### src/rtl/axi_rd_ram.sv
module axi_rd_ram #(
  parameter int DATA_W     = 32,
  parameter int ID_W       = 4,
  parameter int ADDR_W     = 16,
  parameter int MEM_BYTES  = 256,
  parameter bit USE_ARSIZE = 1'b1
) (
  input  logic              clk,
  input  logic              rst_n,
  input  logic              wr_en,
  input  logic [ADDR_W-1:0] wr_addr,
  input  logic [7:0]        wr_byte,
  input  logic              arvalid,
  output logic              arready,
  input  logic [ID_W-1:0]   arid,
  input  logic [ADDR_W-1:0] araddr,
  input  logic [7:0]        arlen,
  input  logic [2:0]        arsize,
  input  logic [1:0]        arburst,
  output logic              rvalid,
  input  logic              rready,
  output logic [ID_W-1:0]   rid,
  output logic [DATA_W-1:0] rdata,
  output logic [1:0]        rresp,
  output logic              rlast
);
  localparam int LANES   = DATA_W / 8;
  localparam int LANE_AW = $clog2(LANES);
  localparam int MEM_AW  = $clog2(MEM_BYTES);
  localparam logic [1:0] BT_FIXED = 2'b00;
  localparam logic [1:0] BT_WRAP  = 2'b10;

  logic [7:0] mem [MEM_BYTES];

  logic [ADDR_W-1:0] cur_q, lo_q, hi_q;
  logic [7:0]        len_q, cnt_q;
  logic [2:0]        sz_q;
  logic [1:0]        bt_q;

  logic [2:0]        ar_sz;
  logic [ADDR_W-1:0] ar_nb, ar_align, ar_tsz, ar_lo;
  logic [ADDR_W-1:0] nb_q, step, nxt;

  wire ar_fire = arvalid && arready;
  wire r_fire  = rvalid && rready;

  assign arready = !rvalid;
  assign rresp   = 2'b00;
  assign rlast   = (cnt_q == len_q);

  generate
    if (USE_ARSIZE) begin : g_sz_port
      assign ar_sz = arsize;
    end else begin : g_sz_full
      assign ar_sz = 3'(LANE_AW);
    end
  endgenerate

  assign ar_nb    = ADDR_W'(1) << ar_sz;
  assign ar_align = araddr & ~(ar_nb - ADDR_W'(1));
  assign ar_tsz   = ar_nb * (ADDR_W'(arlen) + ADDR_W'(1));
  assign ar_lo    = araddr & ~(ar_tsz - ADDR_W'(1));

  assign nb_q = ADDR_W'(1) << sz_q;
  assign step = cur_q + nb_q;
  assign nxt  = (bt_q == BT_FIXED) ? cur_q :
                ((bt_q == BT_WRAP) && (step == hi_q)) ? lo_q : step;

  function automatic logic [DATA_W-1:0] fetch(input logic [ADDR_W-1:0] a);
    logic [MEM_AW-1:0] base;
    logic [DATA_W-1:0] w;
    base = a[MEM_AW-1:0] & ~MEM_AW'(LANES - 1);
    for (int i = 0; i < LANES; i++)
      w[8*i +: 8] = mem[MEM_AW'(base + MEM_AW'(i))];
    return w;
  endfunction

  always_ff @(posedge clk) begin
    if (wr_en) mem[wr_addr[MEM_AW-1:0]] <= wr_byte;
  end

  always_ff @(posedge clk or negedge rst_n) begin
    if (!rst_n) begin
      rvalid <= 1'b0;
      rid    <= '0;
      rdata  <= '0;
      cur_q  <= '0;
      lo_q   <= '0;
      hi_q   <= '0;
      len_q  <= '0;
      cnt_q  <= '0;
      sz_q   <= '0;
      bt_q   <= '0;
    end else if (ar_fire) begin
      rvalid <= 1'b1;
      rid    <= arid;
      len_q  <= arlen;
      cnt_q  <= '0;
      sz_q   <= ar_sz;
      bt_q   <= arburst;
      cur_q  <= ar_align;
      lo_q   <= ar_lo;
      hi_q   <= ar_lo + ar_tsz;
      rdata  <= fetch(ar_align);
    end else if (r_fire) begin
      if (rlast) begin
        rvalid <= 1'b0;
      end else begin
        cnt_q <= cnt_q + 8'd1;
        cur_q <= nxt;
        rdata <= fetch(nxt);
      end
    end
  end


  r_hold_chk: assert property (@(posedge clk) disable iff (!rst_n)
    rvalid && !rready |=> rvalid && $stable(rdata) && $stable(rid) && $stable(rlast));

  ar_closed_chk: assert property (@(posedge clk) disable iff (!rst_n)
    ar_fire |=> rvalid && !arready);

  last_end_chk: assert property (@(posedge clk) disable iff (!rst_n)
    r_fire && rlast |=> !rvalid);

  mid_beat_chk: assert property (@(posedge clk) disable iff (!rst_n)
    r_fire && !rlast |=> rvalid);

  id_echo_chk: assert property (@(posedge clk) disable iff (!rst_n)
    ar_fire |=> rid == $past(arid));

  size_legal_chk: assert property (@(posedge clk) disable iff (!rst_n)
    ar_fire |-> ar_nb <= ADDR_W'(LANES));
endmodule

### config.mk
export PLATFORM = sky130hd
export DESIGN_NAME = axi_rd_ram
export DESIGN_NICKNAME = d
export VERILOG_FILES = /design/src/rtl/axi_rd_ram.sv
export SDC_FILE = /design/constraint.sdc
export NUM_CORES = 2
export LEC_CHECK = 0
export ABC_AREA = 1
export BUFFER_PORTS_ARGS = -buffer_cell sky130_fd_sc_hd__clkbuf_2
export CAP_MARGIN = 5
export CELL_PAD_IN_SITES_DETAIL_PLACEMENT = 1
export CELL_PAD_IN_SITES_GLOBAL_PLACEMENT = 1
export CORE_MARGIN = 4
export CORE_UTILIZATION = 23
export CTS_CLUSTER_SIZE = 25
export DETAILED_ROUTE_END_ITERATION = 8
export GPL_TIMING_DRIVEN = 1
export HOLD_SLACK_MARGIN = 0.1
export PLACE_DENSITY_LB_ADDON = 0.1
export SETUP_SLACK_MARGIN = 0.2
export SKIP_LAST_GASP = 1
export SLEW_MARGIN = 20
export SYNTH_ARGS = -nofsm -noshare
export SYNTH_HDL_FRONTEND = slang
export SYNTH_SLANG_ARGS = --single-unit
### constraint.sdc
create_clock -name clk -period 8.58 [get_ports clk]
set_input_delay 0.858 -clock clk [delete_from_list [all_inputs] [get_ports clk]]
set_output_delay 0.858 -clock clk [all_outputs]
set_load 0.05 [all_outputs]
* Yosys cells after proc, flatten, opt, wreduce, memory -nomap -nowiden
Memory sizes are Yosys's and may differ from the RTL's.
Index checks and enable logic that the tools add are counted.
** Word-level totals
- Flip-flop bits (word level) :: 106
- Input bits :: 62
- Memories kept :: 1
- RAM bits :: 2048
- Latch bits :: 0
- Word-level logic and storage cells :: 62
- Bits in read-only memories :: 0
** Cells by class
- Bitwise logic cells :: 4
- Add/sub/neg operators :: 12
- Equality and inequality tests :: 5
- Mux-type cells :: 16
- Multiply operators :: 1
- $lt $le $gt $ge :: 0
- Divide/modulo/power cells :: 0
- Reduce and logical (&&, ||, !) cells :: 10
- Shift-type cells :: 2
** Memories
- mem :: words 256, bits a word 8, rd ports 8, clocked after memory_dff 0, write ports 1, line 33 : logic [7:0] mem [MEM_BYTES];
** Operator list (count)
- two-way mux 32 bit :: 3
- two-way mux 16 bit :: 5
- adder 16 bit :: 2
- adder 8 x 2 -> 8 bit, second input constant :: 4
- AND 16 bit :: 2
- NOT 16 bit :: 2
- << shifter 1 x 3 -> 16 bit, first input constant :: 2
- subtractor 16 x 1 -> 16 bit, second input constant :: 2
- adder 8 x 1 -> 8 bit, second input constant :: 3
- two-way mux 8 bit :: 3
- == test 16 bit :: 1
- multiplier 16 x 9 -> 16 bit :: 1
- adder 8 x 1 -> 9 bit, second input constant :: 1
- == test 8 bit :: 1
- two-way mux 1 bit :: 5
- AND reduction 2 bit :: 2
- nonzero test 2 bit :: 2
- logical AND 1 bit :: 3
- AND reduction 3 bit :: 1
- == test 2 bit, second input constant :: 1
- logical NOT 2 bit :: 1
- inequality test 2 x 1 -> 1 bit, second input constant :: 1
- inequality test 2 bit, second input constant :: 1
- logical NOT 1 bit :: 1

* Depth between registers and ports, before layout
An unclocked memory read counts as a cell.
- Word-level depth :: 11
- Gate-level depth with buffers :: 39
- Gate-level depth less buffers :: 39

* Least setup slack after synthesis
Ideal clock, no wire load.
- Path type :: input port to flip-flop
- Start :: in arlen[0]
- End :: reg hi_q[15]
- Slack :: 2.075 ns
- Required time :: 8.448 ns
- Path buffers :: 0
- Stages :: 35
- Arrival :: 6.372 ns
- Library setup time :: 0.132 ns
- Cells stage by stage :: inv_1 > nor3_1 > nand3_1 > nor3_1 > xor2_1 > inv_1 > nand2_1 > fa_1 > fa_1 > inv_1 > fa_1 > inv_1 > fa_1 > inv_1 > ha_1 > nand2_1 > nor2_1 > a21oi_1 > o21ai_0 > xor2_1 > nor2_1 > inv_1 > nor2_1 > nor3b_1 > ha_1 > inv_1 > nor2_1 > nand2_1 > nand2_1 > nand2_1 > nand2_1 > nand2_1 > nand3_1 > nand3_1 > o21ai_0
** On the way
- Word-level cells in the longest chain between the ends :: 6
** Ends and longest elaborated chain
- start, declared :: line 17 : input logic [7:0] arlen,
- adder 8 x 1 -> 9 bit :: line 61 : assign ar_tsz = ar_nb * (ADDR_W'(arlen) + ADDR_W'(1));
- multiplier 16 x 9 -> 16 bit :: line 61
- subtractor 16 x 1 -> 16 bit :: line 62 : assign ar_lo = araddr & ~(ar_tsz - ADDR_W'(1));
- NOT 16 bit :: line 62
- AND 16 bit :: line 62
- net ar_lo[12] :: line 41 : logic [ADDR_W-1:0] ar_nb, ar_align, ar_tsz, ar_lo;
- adder 16 bit :: line 103 : hi_q <= ar_lo + ar_tsz;
- end signal, assigned :: line 103
- end, declared :: line 35 : logic [ADDR_W-1:0] cur_q, lo_q, hi_q;
The timed path passes the listed nets, and every way through them passes these cells.
A chain may end at the register's enable or synchronous reset.

* Worst setup path in the final report
- Start :: in arsize[2]
- End :: reg hi_q[15]
** On the way
- Word-level cells in the longest chain between the ends :: 6
** Ends and longest elaborated chain
- start, declared :: line 18 : input logic [2:0] arsize,
- << shifter 1 x 3 -> 16 bit :: line 59 : assign ar_nb = ADDR_W'(1) << ar_sz;
- multiplier 16 x 9 -> 16 bit :: line 61
- subtractor 16 x 1 -> 16 bit :: line 62
- NOT 16 bit :: line 62
- AND 16 bit :: line 62
- net ar_lo[12] :: line 41
- adder 16 bit :: line 103
The timed path passes the listed nets, and every way through them passes these cells.

==> run summary <==
Headroom to the max-slew limit came out at 19.7%. The cell type with the highest occurrence count on the critical path was nand2_1. Setup repair after global routing left no endpoint under its margin. The first routing iteration left 7534 violations. The tools report the type of element launching the critical path as a primary input. For the CTS buffer count, the log shows 295.

The flow ran to the end, and the final reports show no timing, DRC or antenna violations. VDD sags by at most 0.000719 V. The logs give 564000 µm for the routed wire length and 23.1% for the initial standard-cell utilization of the core. The static leakage was 51.2 nW.

In this run, synthesis produced a sequential element count of 2154. The layout-stage area growth over the synthesis result was 14.5%. The run gives 25000 µm as the routed length on met3. The floorplan die area is 519000 µm², and the share of layout cells above drive strength 1 is 6.52%. The tools report the later-pin clock latency in the skew report as 970 ps. Once detailed placement completed, the half-perimeter wirelength came to 335000 µm.

The first global-routing pass estimated 796000 µm of wire. The clock tree synthesis step divided the H-tree into 5 levels. The count of TritonRoute iterations in the first routing pass was 6; the worst-case setup margin in the final layout was 1890 ps. The run gives 506000 µm² as the area of the core. Dividing the final minimum period by the clock period gives 78.0%.

In this run, the combinational gates consume 55.0% of the power. After synthesis, the share of flip-flops with an asynchronous set or reset is 4.92%. Class of the most critical setup path: in2reg.

After detailed routing, the number of remaining DRC violations is 0. The detail-routed net length per standard cell is 28.4 µm. Fraction of the yosys area taken by sequential cells: 54.9%.

The clock network accounts for 22.5% of the total power. In this run the core area contains 261 standard-cell rows. The tools report the sequential cell area as 64200 µm². The total congestion overflow was 0.

The cell internal power dissipation is 25.9 mW. In this run, distinct cell masters in the synthesized netlist total 52. Post-CTS repair changed the size of 0 cells. The slew at the pin with the worst max-slew slack works out to 1200 ps. The synthesized design spends more area on one cell type than any other, namely edfxtp_1. The clock net in this run drives a total of 2154 sinks. In this run the tool buffered the top-level ports with 92 buffer cells. The setup violation total in the final timing report came out at 0. TritonCTS built the clock tree. For the worst setup path, the data arrival time is 7450 ps. The count of nets left with antenna violations once routing finished came out at 0. The fraction of post-synthesis cell area in the top cell type by area was 52.7%. By area the synthesized netlist is led by edfxtp_1, nand3_1, nand2_1, inv_1, o21ai_0. In the final design database the tool counted 13100 nets. The number of antenna violations at the first check in global routing is 34, and the time the final worst path needs with I/O delays and setup is 6690 ps.

Routed signal wires occupy layers up through met5. The run gives 103000 as the number of global-route vias before repair. Power dissipated by switching net loads: 28.2 mW. The proportion of total power due to net switching is 52.2%, and the maximum cell stage delay along the critical path is 550 ps. Before CTS, the worst setup slack after placement is 990 ps. The hold violation count in the final report came out at 0. The average cell area after synthesis was 8.76 µm²; the vertical die dimension was 721 µm. Global routing used 21.0% of the available tracks. The tools report the total of max-cap violations as 0.

After detailed routing, the number of vias per cell comes to 5.07. Summing every instance area after synthesis gives 117000 µm². The multi-input combinational cells in the finished layout cover a total of 41900 µm².

Endpoint type of the worst setup path: a flop. Of the total power, registers draw 22.5%. The cell area power density came out at 405 nW/µm².

After synthesis, the most frequently instantiated cells are nand3_1, edfxtp_1, nand2_1, inv_1, o21ai_0. Detailed routing placed a total of 260000 µm of wire on met2. In this run, synthesis inferred 2048 flip-flops with an integrated enable. Top flip-flop cell by instance count after synthesis: edfxtp_1.

Among all cell types in the netlist, the one instantiated most often is nand3_1. Detailed routing inserted a total of 101000 vias. For the number of synthesis warnings, the log shows 0.

For the worst setup path, the data required time is 9340 ps. The highest attainable clock frequency is 149 MHz. The number of top-level pins is 103. Worst min-delay path category: in2reg.

The tools report the total negative slack for setup checks as 0 ps. Routability-driven placement finished with a final weighted congestion of 0.800. The die is 721 µm wide. The cell with the biggest individual delay on the critical path was fa_1. The sum of routed wire segments on met1 is 262000 µm.

Synthesis handed over a netlist of 13300 instances. The clock tree buffer depth is 4. Clock tree synthesis selected as its root buffer the cell clkbuf_16. On the final layout, the worst clock skew is 73.1 ps. Along the worst path, the maximum fanout reaches 9.

For the final-layout fill cell count, the log shows 58300. After clock tree synthesis, the clock-pin slew on the worst setup and hold paths is 50 ps. Entering global routing, the biggest net connects 173 pins.

The final number of max-transition violations is 0.
[final cells by class]
type                            instances  area share [%]
Sequential cell                      2154            48.0
Clock buffer                          388            6.00
Clock inverter                        139           0.907
Timing Repair Buffer                  345            2.46
Multi-Input combinational cell       8354            31.3
Inverter                             1786            5.06
Antenna cell                            4         0.00749
Tap cell                             6706            6.27
[final timing paths]
check	from	end	slack [ps]	cells after the start
min in group asynchronous	rst_n	cur_q[7]	490	2
min	arlen[1]	len_q[1]	230	3
max reg2reg	sz_q[2]	rdata[23]	1950	29
max in group asynchronous	rst_n	rdata[6]	6470	4
max	arsize[2]	hi_q[15]	1890	33
min reg2reg	lo_q[10]	lo_q[10]	480	2
[placed cells by master (no fill, tap or decap), types with 8 or more instances in the layout]
cell type and n:
inv_6 11, nor3_2 13, nand3_1 3236, clkinv_1 47, o21ai_0 1126, nor2_2 50
clkbuf_8 12, fa_1 43, xnor2_1 8, buf_8 8, buf_4 179, nor3_1 25
a21oi_1 867, nand3b_1 296, nor2_1 362, bufinv_16 15, clkinv_2 56, a31oi_1 12
o211ai_1 215, edfxtp_1 2048, xor2_1 26, or2_2 12, nand2_1 1912, inv_1 1769
a221oi_1 8, o311ai_0 9, dfrtp_1 106, nand4_1 14, o22ai_1 8, a22oi_1 10
clkbuf_1 73, clkbuf_16 303, buf_12 66, clkbuf_2 83, dlygate4sd3_1 8, ha_1 51
[stage by stage]
step                      area [µm²]  hold slack [ps]  utilization, %  total power [mW]  instances
final                         134000              234            26.5              54.1      19900
after global routing          134000              218            26.5              57.2      19900
after CTS                     134000              130            26.4              54.8      19900
after detailed placement      124000              473            24.6              42.4      19300
after global placement        124000              464            24.6              42.1      19300
after floorplan               117000              444               -              29.1      13300
[sequential cells by signal, summed over array words and instances, names as in the netlist]
name / cells
mem: 2048
cur_q: 16
bt_q: 2
hi_q: 16
len_q: 8
rid: 4
rdata: 32
cnt_q: 8
lo_q: 16
sz_q: 3
rvalid: 1
[layer usage]
| metal | vias up | GRT usage (%) |
|---|---|---|
| met1 | 52200 | 29.3 |
| met5 | - | 0 |
| met2 | 2628 | 34.4 |
| met3 | 773 | 2.24 |
| met4 | 8 | 5.80 |
| li1 | 45200 | - |
[power by group through the flow]
stage / Sequential, mW / Combinational [mW] / Clock (mW)
CTS: 12.2 / 30.1 / 12.6
finish: 12.2 / 29.8 / 12.2
floorplan: 12.4 / 16.7 / 0
global placement: 12.4 / 29.8 / 0
detailed placement: 12.4 / 30.0 / 0
global route: 12.2 / 32.1 / 12.9
[worst max-delay path: cells and delay by family]
family	cells	cell delay [ps]
adders and majority gates	6	2660
and+or+nand+nor	14	1910
buffers and inverters	8	1150
AOI/OAI and AO/OA	4	550
xor gates and xnor gates	1	320
[logic make-up after synthesis]
family                     synth area share (%)
AOI/OAI and AO/OA                          10.4
xor gates and xnor gates                  0.255
adders and majority gates                  1.28
buffers and inverters                      9.48
DFF                                        54.9
other                                   0.00321
and+or+nand+nor                            23.6
[repair_timing]
item	in CTS	in global routing
hold endpoints to repair	57	0
hold buffers	8	0
buffers inserted	0	0
setup endpoints to repair	0	0
No activity file was read; power rests on OpenSTA's default activity.
